`config.mk`:
```
export PLATFORM = sky130hd
export DESIGN_NAME = sdram_pwrup_seq
export DESIGN_NICKNAME = d
export VERILOG_FILES = /design/src/rtl/sdram_pwrup_pkg.sv /design/src/rtl/pwrup_step_rom.sv /design/src/rtl/pwrup_delay.sv /design/src/rtl/pwrup_burst.sv /design/src/rtl/sdram_pwrup_seq.sv
export SDC_FILE = /design/constraint.sdc
export NUM_CORES = 1
export LEC_CHECK = 0
export CAP_MARGIN = 10
export CELL_PAD_IN_SITES_DETAIL_PLACEMENT = 2
export CELL_PAD_IN_SITES_GLOBAL_PLACEMENT = 2
export CORE_ASPECT_RATIO = 0.9
export CORE_MARGIN = 4
export CORE_UTILIZATION = 35
export DETAILED_ROUTE_END_ITERATION = 10
export PLACE_DENSITY_LB_ADDON = 0.15
export SLEW_MARGIN = 15
export SYNTH_ARGS = -nofsm -noshare
export SYNTH_HDL_FRONTEND = slang
export SYNTH_SLANG_ARGS = --single-unit
```
`constraint.sdc`:
```
create_clock -name clk -period 4.1 [get_ports clk]
set_input_delay 0.615 -clock clk [delete_from_list [all_inputs] [get_ports clk]]
set_output_delay 0.615 -clock clk [all_outputs]
set_load 0.02 [all_outputs]
```
`src/rtl/sdram_pwrup_pkg.sv`:
```
// Shared types and constants for the SDRAM power-up sequencer.
// Assumes a controller that latches a command code and acts on it
// when a separate dummy-access strobe follows.
package sdram_pwrup_pkg;

    typedef enum logic [1:0] {
        K_WRITE  = 2'd0,
        K_STROBE = 2'd1,
        K_WAIT   = 2'd2
    } step_kind_e;

    localparam logic [1:0] SEL_WBUF   = 2'd0;
    localparam logic [1:0] SEL_ECC    = 2'd1;
    localparam logic [1:0] SEL_TIMING = 2'd2;
    localparam logic [1:0] SEL_CMD    = 2'd3;

    localparam logic [7:0] OP_NORMAL    = 8'h00;
    localparam logic [7:0] OP_NOP       = 8'h01;
    localparam logic [7:0] OP_PRECHARGE = 8'h02;
    localparam logic [7:0] OP_LOAD_MODE = 8'h03;
    localparam logic [7:0] OP_REFRESH   = 8'h04;
    localparam logic [7:0] OP_RUN       = 8'h18;

    localparam logic [1:0] CAS_TWO   = 2'd1;
    localparam logic [1:0] CAS_THREE = 2'd2;

    localparam int STEP_COUNT = 19;
    localparam int STEP_W     = $clog2(STEP_COUNT);

endpackage

```
`src/rtl/pwrup_step_rom.sv`:
```
// Step decoder: maps the step index to what the step does on the
// controller port (write, strobe burst or wait), its select, data and
// strobe count. Pure combinational; assumes cas_mode is already held.
module pwrup_step_rom
    import sdram_pwrup_pkg::*;
#(
    parameter logic [7:0] SLOW_TIMING  = 8'h1E,
    parameter int         PRE_REFRESH  = 2,
    parameter int         POST_REFRESH = 8,
    parameter int         REP_W        = 4
) (
    input  logic [STEP_W-1:0] step,
    input  logic [1:0]        cas_mode,
    output step_kind_e        kind,
    output logic [1:0]        sel,
    output logic [7:0]        data,
    output logic [REP_W-1:0]  reps
);

    localparam logic [REP_W-1:0] ONE_REP  = REP_W'(1);
    localparam logic [REP_W-1:0] PRE_REP  = REP_W'(PRE_REFRESH);
    localparam logic [REP_W-1:0] POST_REP = REP_W'(POST_REFRESH);

    logic [7:0] final_timing;

    // Final timing byte: latency bit 4 adjusted from the held CAS choice.
    always_comb begin
        case (cas_mode)
            CAS_TWO:   final_timing = SLOW_TIMING & 8'hEF;
            CAS_THREE: final_timing = SLOW_TIMING | 8'h10;
            default:   final_timing = SLOW_TIMING;
        endcase
    end

    // Step table: ordering of the whole power-up run.
    always_comb begin
        kind = K_WRITE;
        sel  = SEL_CMD;
        data = OP_NORMAL;
        reps = ONE_REP;
        case (step)
            5'd0:  begin sel = SEL_WBUF;   data = 8'h00;        end
            5'd1:  begin sel = SEL_ECC;    data = 8'h00;        end
            5'd2:  begin sel = SEL_TIMING; data = SLOW_TIMING;  end
            5'd3:  data = OP_NOP;
            5'd4:  kind = K_STROBE;
            5'd5:  kind = K_WAIT;
            5'd6:  data = OP_PRECHARGE;
            5'd7:  kind = K_STROBE;
            5'd8:  data = OP_REFRESH;
            5'd9:  begin kind = K_STROBE; reps = PRE_REP;  end
            5'd10: data = OP_LOAD_MODE;
            5'd11: kind = K_STROBE;
            5'd12: data = OP_REFRESH;
            5'd13: begin kind = K_STROBE; reps = POST_REP; end
            5'd14: data = OP_NORMAL;
            5'd15: begin sel = SEL_TIMING; data = final_timing; end
            5'd16: data = OP_LOAD_MODE;
            5'd17: kind = K_STROBE;
            5'd18: data = OP_RUN;
            default: kind = K_WAIT;
        endcase
    end

endmodule

```
`src/rtl/pwrup_delay.sv`:
```
// Settle-delay timer: while active, counts DLY_CYCLES cycles and flags
// the last one. Reloads whenever inactive. Assumes DLY_CYCLES >= 1.
module pwrup_delay #(
    parameter int DLY_CYCLES = 100
) (
    input  logic clk,
    input  logic rst_n,
    input  logic active,
    output logic expired
);

    localparam int              CNT_W = $clog2(DLY_CYCLES + 1);
    localparam logic [CNT_W-1:0] LOAD = CNT_W'(DLY_CYCLES - 1);

    logic [CNT_W-1:0] cnt_q;

    // Down-counter: reload when idle, decrement while the wait runs.
    always_ff @(posedge clk) begin
        if (!rst_n || !active) begin
            cnt_q <= LOAD;
        end else if (cnt_q != '0) begin
            cnt_q <= cnt_q - CNT_W'(1);
        end
    end

    assign expired = active && (cnt_q == '0);


    dly_range_chk: assert property (@(posedge clk) disable iff (!rst_n)
        cnt_q <= LOAD);


    dly_reload_chk: assert property (@(posedge clk) disable iff (!rst_n)
        !active |=> cnt_q == LOAD);

endmodule

```
`src/rtl/pwrup_burst.sv`:
```
// Strobe burst counter: while active, counts strobes and flags the one
// that completes the requested repeat count. Assumes reps >= 1.
module pwrup_burst #(
    parameter int REP_W = 4
) (
    input  logic             clk,
    input  logic             rst_n,
    input  logic             active,
    input  logic [REP_W-1:0] reps,
    output logic             last
);

    logic [REP_W-1:0] cnt_q;

    assign last = active && ((cnt_q + REP_W'(1)) == reps);

    // Up-counter of strobes already issued in the current burst.
    always_ff @(posedge clk) begin
        if (!rst_n || !active || last) begin
            cnt_q <= '0;
        end else begin
            cnt_q <= cnt_q + REP_W'(1);
        end
    end


    burst_bound_chk: assert property (@(posedge clk) disable iff (!rst_n)
        active |-> cnt_q < reps);

endmodule

```
`src/rtl/sdram_pwrup_seq.sv`:
```
// SDRAM power-up command sequencer (top). After start it steps through
// the fixed register-write / strobe / wait table, one port event per
// cycle, then holds done until the next start. Assumes the controller
// accepts one register write or one strobe per cycle.
module sdram_pwrup_seq
    import sdram_pwrup_pkg::*;
#(
    parameter int         DLY_CYCLES   = 100,
    parameter int         PRE_REFRESH  = 2,
    parameter int         POST_REFRESH = 8,
    parameter logic [7:0] SLOW_TIMING  = 8'h1E
) (
    input  logic       clk,
    input  logic       rst_n,
    input  logic       start,
    input  logic [1:0] cas_mode,
    output logic       reg_wr,
    output logic [1:0] reg_sel,
    output logic [7:0] reg_wdata,
    output logic       cmd_stb,
    output logic       busy,
    output logic       done
);

    localparam int REP_MAX = (PRE_REFRESH > POST_REFRESH) ? PRE_REFRESH : POST_REFRESH;
    localparam int REP_W   = $clog2(REP_MAX + 1);
    localparam logic [STEP_W-1:0] LAST_STEP = STEP_W'(STEP_COUNT - 1);

    logic [STEP_W-1:0] step_q;
    logic              busy_q;
    logic              done_q;
    logic [1:0]        cas_q;

    step_kind_e        kind;
    logic [1:0]        rom_sel;
    logic [7:0]        rom_data;
    logic [REP_W-1:0]  rom_reps;
    logic              dly_expired;
    logic              burst_last;
    logic              advance;
    logic              at_end;

    pwrup_step_rom #(
        .SLOW_TIMING (SLOW_TIMING),
        .PRE_REFRESH (PRE_REFRESH),
        .POST_REFRESH(POST_REFRESH),
        .REP_W       (REP_W)
    ) rom_i (
        .step    (step_q),
        .cas_mode(cas_q),
        .kind    (kind),
        .sel     (rom_sel),
        .data    (rom_data),
        .reps    (rom_reps)
    );

    pwrup_delay #(
        .DLY_CYCLES(DLY_CYCLES)
    ) delay_i (
        .clk    (clk),
        .rst_n  (rst_n),
        .active (busy_q && kind == K_WAIT),
        .expired(dly_expired)
    );

    pwrup_burst #(
        .REP_W(REP_W)
    ) burst_i (
        .clk   (clk),
        .rst_n (rst_n),
        .active(busy_q && kind == K_STROBE),
        .reps  (rom_reps),
        .last  (burst_last)
    );

    // Step completion: writes take one cycle, bursts and waits their count.
    always_comb begin
        case (kind)
            K_WRITE:  advance = busy_q;
            K_STROBE: advance = busy_q && burst_last;
            K_WAIT:   advance = busy_q && dly_expired;
            default:  advance = 1'b0;
        endcase
    end

    assign at_end = (step_q == LAST_STEP);

    // Run control: accept start when idle, walk the table, raise done.
    always_ff @(posedge clk) begin
        if (!rst_n) begin
            step_q <= '0;
            busy_q <= 1'b0;
            done_q <= 1'b0;
            cas_q  <= 2'd0;
        end else if (!busy_q && start) begin
            step_q <= '0;
            busy_q <= 1'b1;
            done_q <= 1'b0;
            cas_q  <= cas_mode;
        end else if (advance) begin
            if (at_end) begin
                step_q <= '0;
                busy_q <= 1'b0;
                done_q <= 1'b1;
            end else begin
                step_q <= step_q + STEP_W'(1);
            end
        end
    end

    // Port drive: decoded step, gated by busy so idle cycles stay quiet.
    assign reg_wr    = busy_q && (kind == K_WRITE);
    assign cmd_stb   = busy_q && (kind == K_STROBE);
    assign reg_sel   = reg_wr ? rom_sel  : 2'd0;
    assign reg_wdata = reg_wr ? rom_data : 8'h00;
    assign busy      = busy_q;
    assign done      = done_q;

    localparam int WAIT_W = $clog2(DLY_CYCLES + 1);
    logic [WAIT_W-1:0] wait_len_q;

    // Checker counter: cycles spent so far in the current wait step.
    always_ff @(posedge clk) begin
        if (!rst_n || !(busy_q && kind == K_WAIT)) begin
            wait_len_q <= '0;
        end else if (wait_len_q != WAIT_W'(DLY_CYCLES)) begin
            wait_len_q <= wait_len_q + WAIT_W'(1);
        end
    end


    reset_idle_chk: assert property (@(posedge clk)
        !rst_n |=> !busy && !done && !reg_wr && !cmd_stb);


    strobe_after_cmd_chk: assert property (@(posedge clk) disable iff (!rst_n)
        cmd_stb |-> $past(cmd_stb) || $past(reg_wr && reg_sel == SEL_CMD));


    wait_length_chk: assert property (@(posedge clk) disable iff (!rst_n)
        (busy_q && kind == K_WAIT && dly_expired) |-> wait_len_q == WAIT_W'(DLY_CYCLES - 1));


    final_timing_chk: assert property (@(posedge clk) disable iff (!rst_n)
        (reg_wr && reg_sel == SEL_TIMING && $past(reg_wr && reg_sel == SEL_CMD && reg_wdata == OP_NORMAL))
        |-> (cas_q != CAS_TWO || !reg_wdata[4]) && (cas_q != CAS_THREE || reg_wdata[4]));


    busy_hold_chk: assert property (@(posedge clk) disable iff (!rst_n)
        (busy && !(advance && at_end)) |=> busy);


    done_excl_chk: assert property (@(posedge clk) disable iff (!rst_n)
        done |-> !busy && !reg_wr && !cmd_stb);


    done_after_run_chk: assert property (@(posedge clk) disable iff (!rst_n)
        $rose(done) |-> $past(reg_wr && reg_sel == SEL_CMD && reg_wdata == OP_RUN));


    no_overlap_chk: assert property (@(posedge clk) disable iff (!rst_n)
        !(reg_wr && cmd_stb));

endmodule

```
==> key figures <==
Route
  • Final antenna-violating net count: 0
  • Pre-antenna DRT Iters: 4
  • Remaining DRCs: 0
  • 1st-iter DRT viols: 70
  • Vias/cell: roughly 5.4
  • Routed wire per std cell: 17.5 um
  • Final WL: 4010 um
  • Via count: 1,245

Die
  • I/O pin count: 19
  • Die area: roughly 0.0051 mm2
  • Overall die height: 68.4 um
  • Starting Density: 0.372
  • Die width: 75.1 um
  • Rows: 21
  • Core area: around 0.0038 mm2

STA
  • Slack of the critical path: 0.413 ns
  • Final hold vios: 0
  • Worst slew pin tran: 0.673 ns
  • Relative slew slack: 0.551
  • Fmax: 271 MHz
  • Final Setup Violations: 0
  • Post-layout min period: 3.69 ns
  • Max-slew violations: 0
  • Final Skew: 0.00452 ns
  • TNS Setup: 0 ns
  • Post-route clock period utilization: 0.899
  • RSZ-0062 raised after global routing: false

Logic synthesis
  • Ys async rst share: 0
  • Synth warn: 0
  • Post-synth EDFFs: 0
  • Sequential share of the synthesized area: 0.282
  • Post-synth top flop: dfxtp_1
  • Mapped Area: between 0.001 and 0.0015 mm2
  • Synth Register Bits: 20
  • Synth cell types: 48
  • Synthesized instance count: 172
  • Synthesized area per cell: 8.24 um2

Place
  • Pre-CTS setup slack: 0.729 ns
  • DP Area: 0.00158 mm2
  • GPL Wtd Cong: 0.822
  • Placed Cells: around 230
  • I/O Buffers: 15
  • Hpwl dp: about 3000 um

Critical path
  • Worst-path fanout max: 8
  • R2r worst-path depth: 7
  • Critical path startpoint category: register
  • Worst Path Class, Setup: reg2out
  • Worst EP required: between 3 and 4 ns
  • WP data arrival: between 3 and 4 ns
  • Crit. End Element: output pin

CTS
  • Setup Buffers After CTS: 0
  • Clock buffer depth: 2
  • Clk sink count: 20
  • Post-CTS sizing: 0
  • Cts bufs inserted: 3
  • CTS Root Cell: clkbuf_8
  • # hold bufs at CTS: 0
  • Clk_lat worst skew: between 0.2 and 0.3 ns
  • H-tree levels: 1
  • CTS tree: done
  • Worst-path clk slew: 0.08 ns

Outcome
  • Result of the run: finished clean

Layout
  • Commonest non-fill, non-tap cell in the layout: dfxtp_1
  • Finished Layout Cells: 229
  • Share of cells above drive strength 1: 0.109
  • Nets@finish: 196
  • Layout area overhead: 16.4%
  • Design Area, Final: approximately 0.0017 mm2
  • Most frequent cells in the layout: dfxtp_1 (20), nor2_1 (17), clkdlybuf4s50_1 (15), nand2_1 (14), a21oi_1 (12)
  • Diodes inserted: 0

Global route
  • First-pass GRT wire length: 6560 um
  • GRT Overall Usage: 0.169
  • Antenna violations before repair: 0
  • GR Overflow Total: 0
  • Vias in the first global route: between 1,000 and 1,500
  • Pin count of the biggest net entering global routing: 19

Job
  • Max-Cap Viols: 0

Min path
  • Hold depth: 1
  • HP Class: reg2reg

Pwr
  • Pleak: 0.616 nW
  • Worst ir drop on vdd: 207 uV
  • P per Cell Area: 282 mW/mm2
-- report_power, final --
part           internal [mW]  switching [mW]
clock network          0.131          0.0753
registers              0.197         0.00392
logic                 0.0221          0.0358
-- flip-flops by register name, summed over array words and instances (netlist names) --
name / count
delay_i.cnt_q: 7
done: 1
cas_q: 2
burst_i.cnt_q: 4
step_q: 5
busy: 1
-- metal layers --
layer / up-vias / track usage / part of all wire
met1: 605 / 0.224 / 0.47
li1: 609 / - / -
met5: - / 0 / 0
met4: 0 / 0.0267 / 0.0037
met2: 26 / 0.283 / 0.49
met3: 5 / 0.0396 / 0.036
-- area by class of cell --
type | instances | area, um2
Sequential cell | 20 | 400
Timing Repair Buffer | 16 | 158
Tap cell | 46 | 57.6
Clock inverter | 1 | 30.0
Inverter | 9 | 33.8
Fill cell | 426 | 2160
Multi-Input combinational cell | 134 | 930
Clock buffer | 3 | 41.3
-- cells in the mapped netlist (2+ instances only) --
cell	number	area, um2
dfxtp_1	20	400
nor2_1	17	63.8
nand2_1	14	52.6
a21oi_1	12	60.1
inv_1	9	33.8
nor3_1	8	40.0
buf_2	7	35.0
ha_1	7	87.6
nor2b_1	7	43.8
o21ai_0	7	35.0
nand3_1	6	30.0
xnor2_1	6	52.6
nand3b_1	4	30.0
and3_1	3	18.8
buf_4	3	22.5
nand2b_1	3	18.8
xor2_1	3	26.3
a21o_1	2	15.0
mux2i_1	2	20.0
nand4_1	2	12.5
nor3_2	2	20.0
o22ai_1	2	12.5
-- critical path: stages, from the launching register on --
cell             delay, ns
dfxtp_1               0.37
inv_1                 0.11
ha_1                  0.33
nor2_1                0.18
a2111oi_4             0.47
nor2_1                0.14
nor3_2                0.25
a21oi_1               0.12
a21oi_1               0.19
clkdlybuf4s50_1       0.64
-- path summary, 6_finish.rpt --
kind | end | startpoint | slack, ns
worst min register to register | done | done | 0.48
worst min-delay path | done | done | 0.48
worst max-delay path | reg_wdata[3] | step_q[0] | 0.41
worst max register to register | step_q[3] | step_q[0] | 1.77
-- through the flow --
| step | hold WS [ns] | power (mW) | util |
|---|---|---|---|
| 2_1_floorplan | 0.443 | 0.245 | - |
| 3_3_place_gp | 0.453 | 0.260 | 0.414 |
| 3_5_place_dp | 0.457 | 0.263 | 0.414 |
| 4_1_cts | 0.481 | 0.468 | 0.433 |
| 5_1_grt | 0.497 | 0.482 | 0.433 |
| 6_report | 0.476 | 0.465 | 0.433 |
-- logic make-up after synthesis --
| kind of cell | count (synthesis) | synth area share |
|---|---|---|
| xor gates and xnor gates | 10 | 0.0715 |
| muxes | 3 | 0.0221 |
| adders and majority gates | 7 | 0.0618 |
| AOI/OAI and AO/OA | 32 | 0.161 |
| other | 1 | 0.00265 |
| DFF | 20 | 0.282 |
| buffers and inverters | 20 | 0.0671 |
| and+or+nand+nor | 79 | 0.332 |
(Power assumes the default switching activity.)
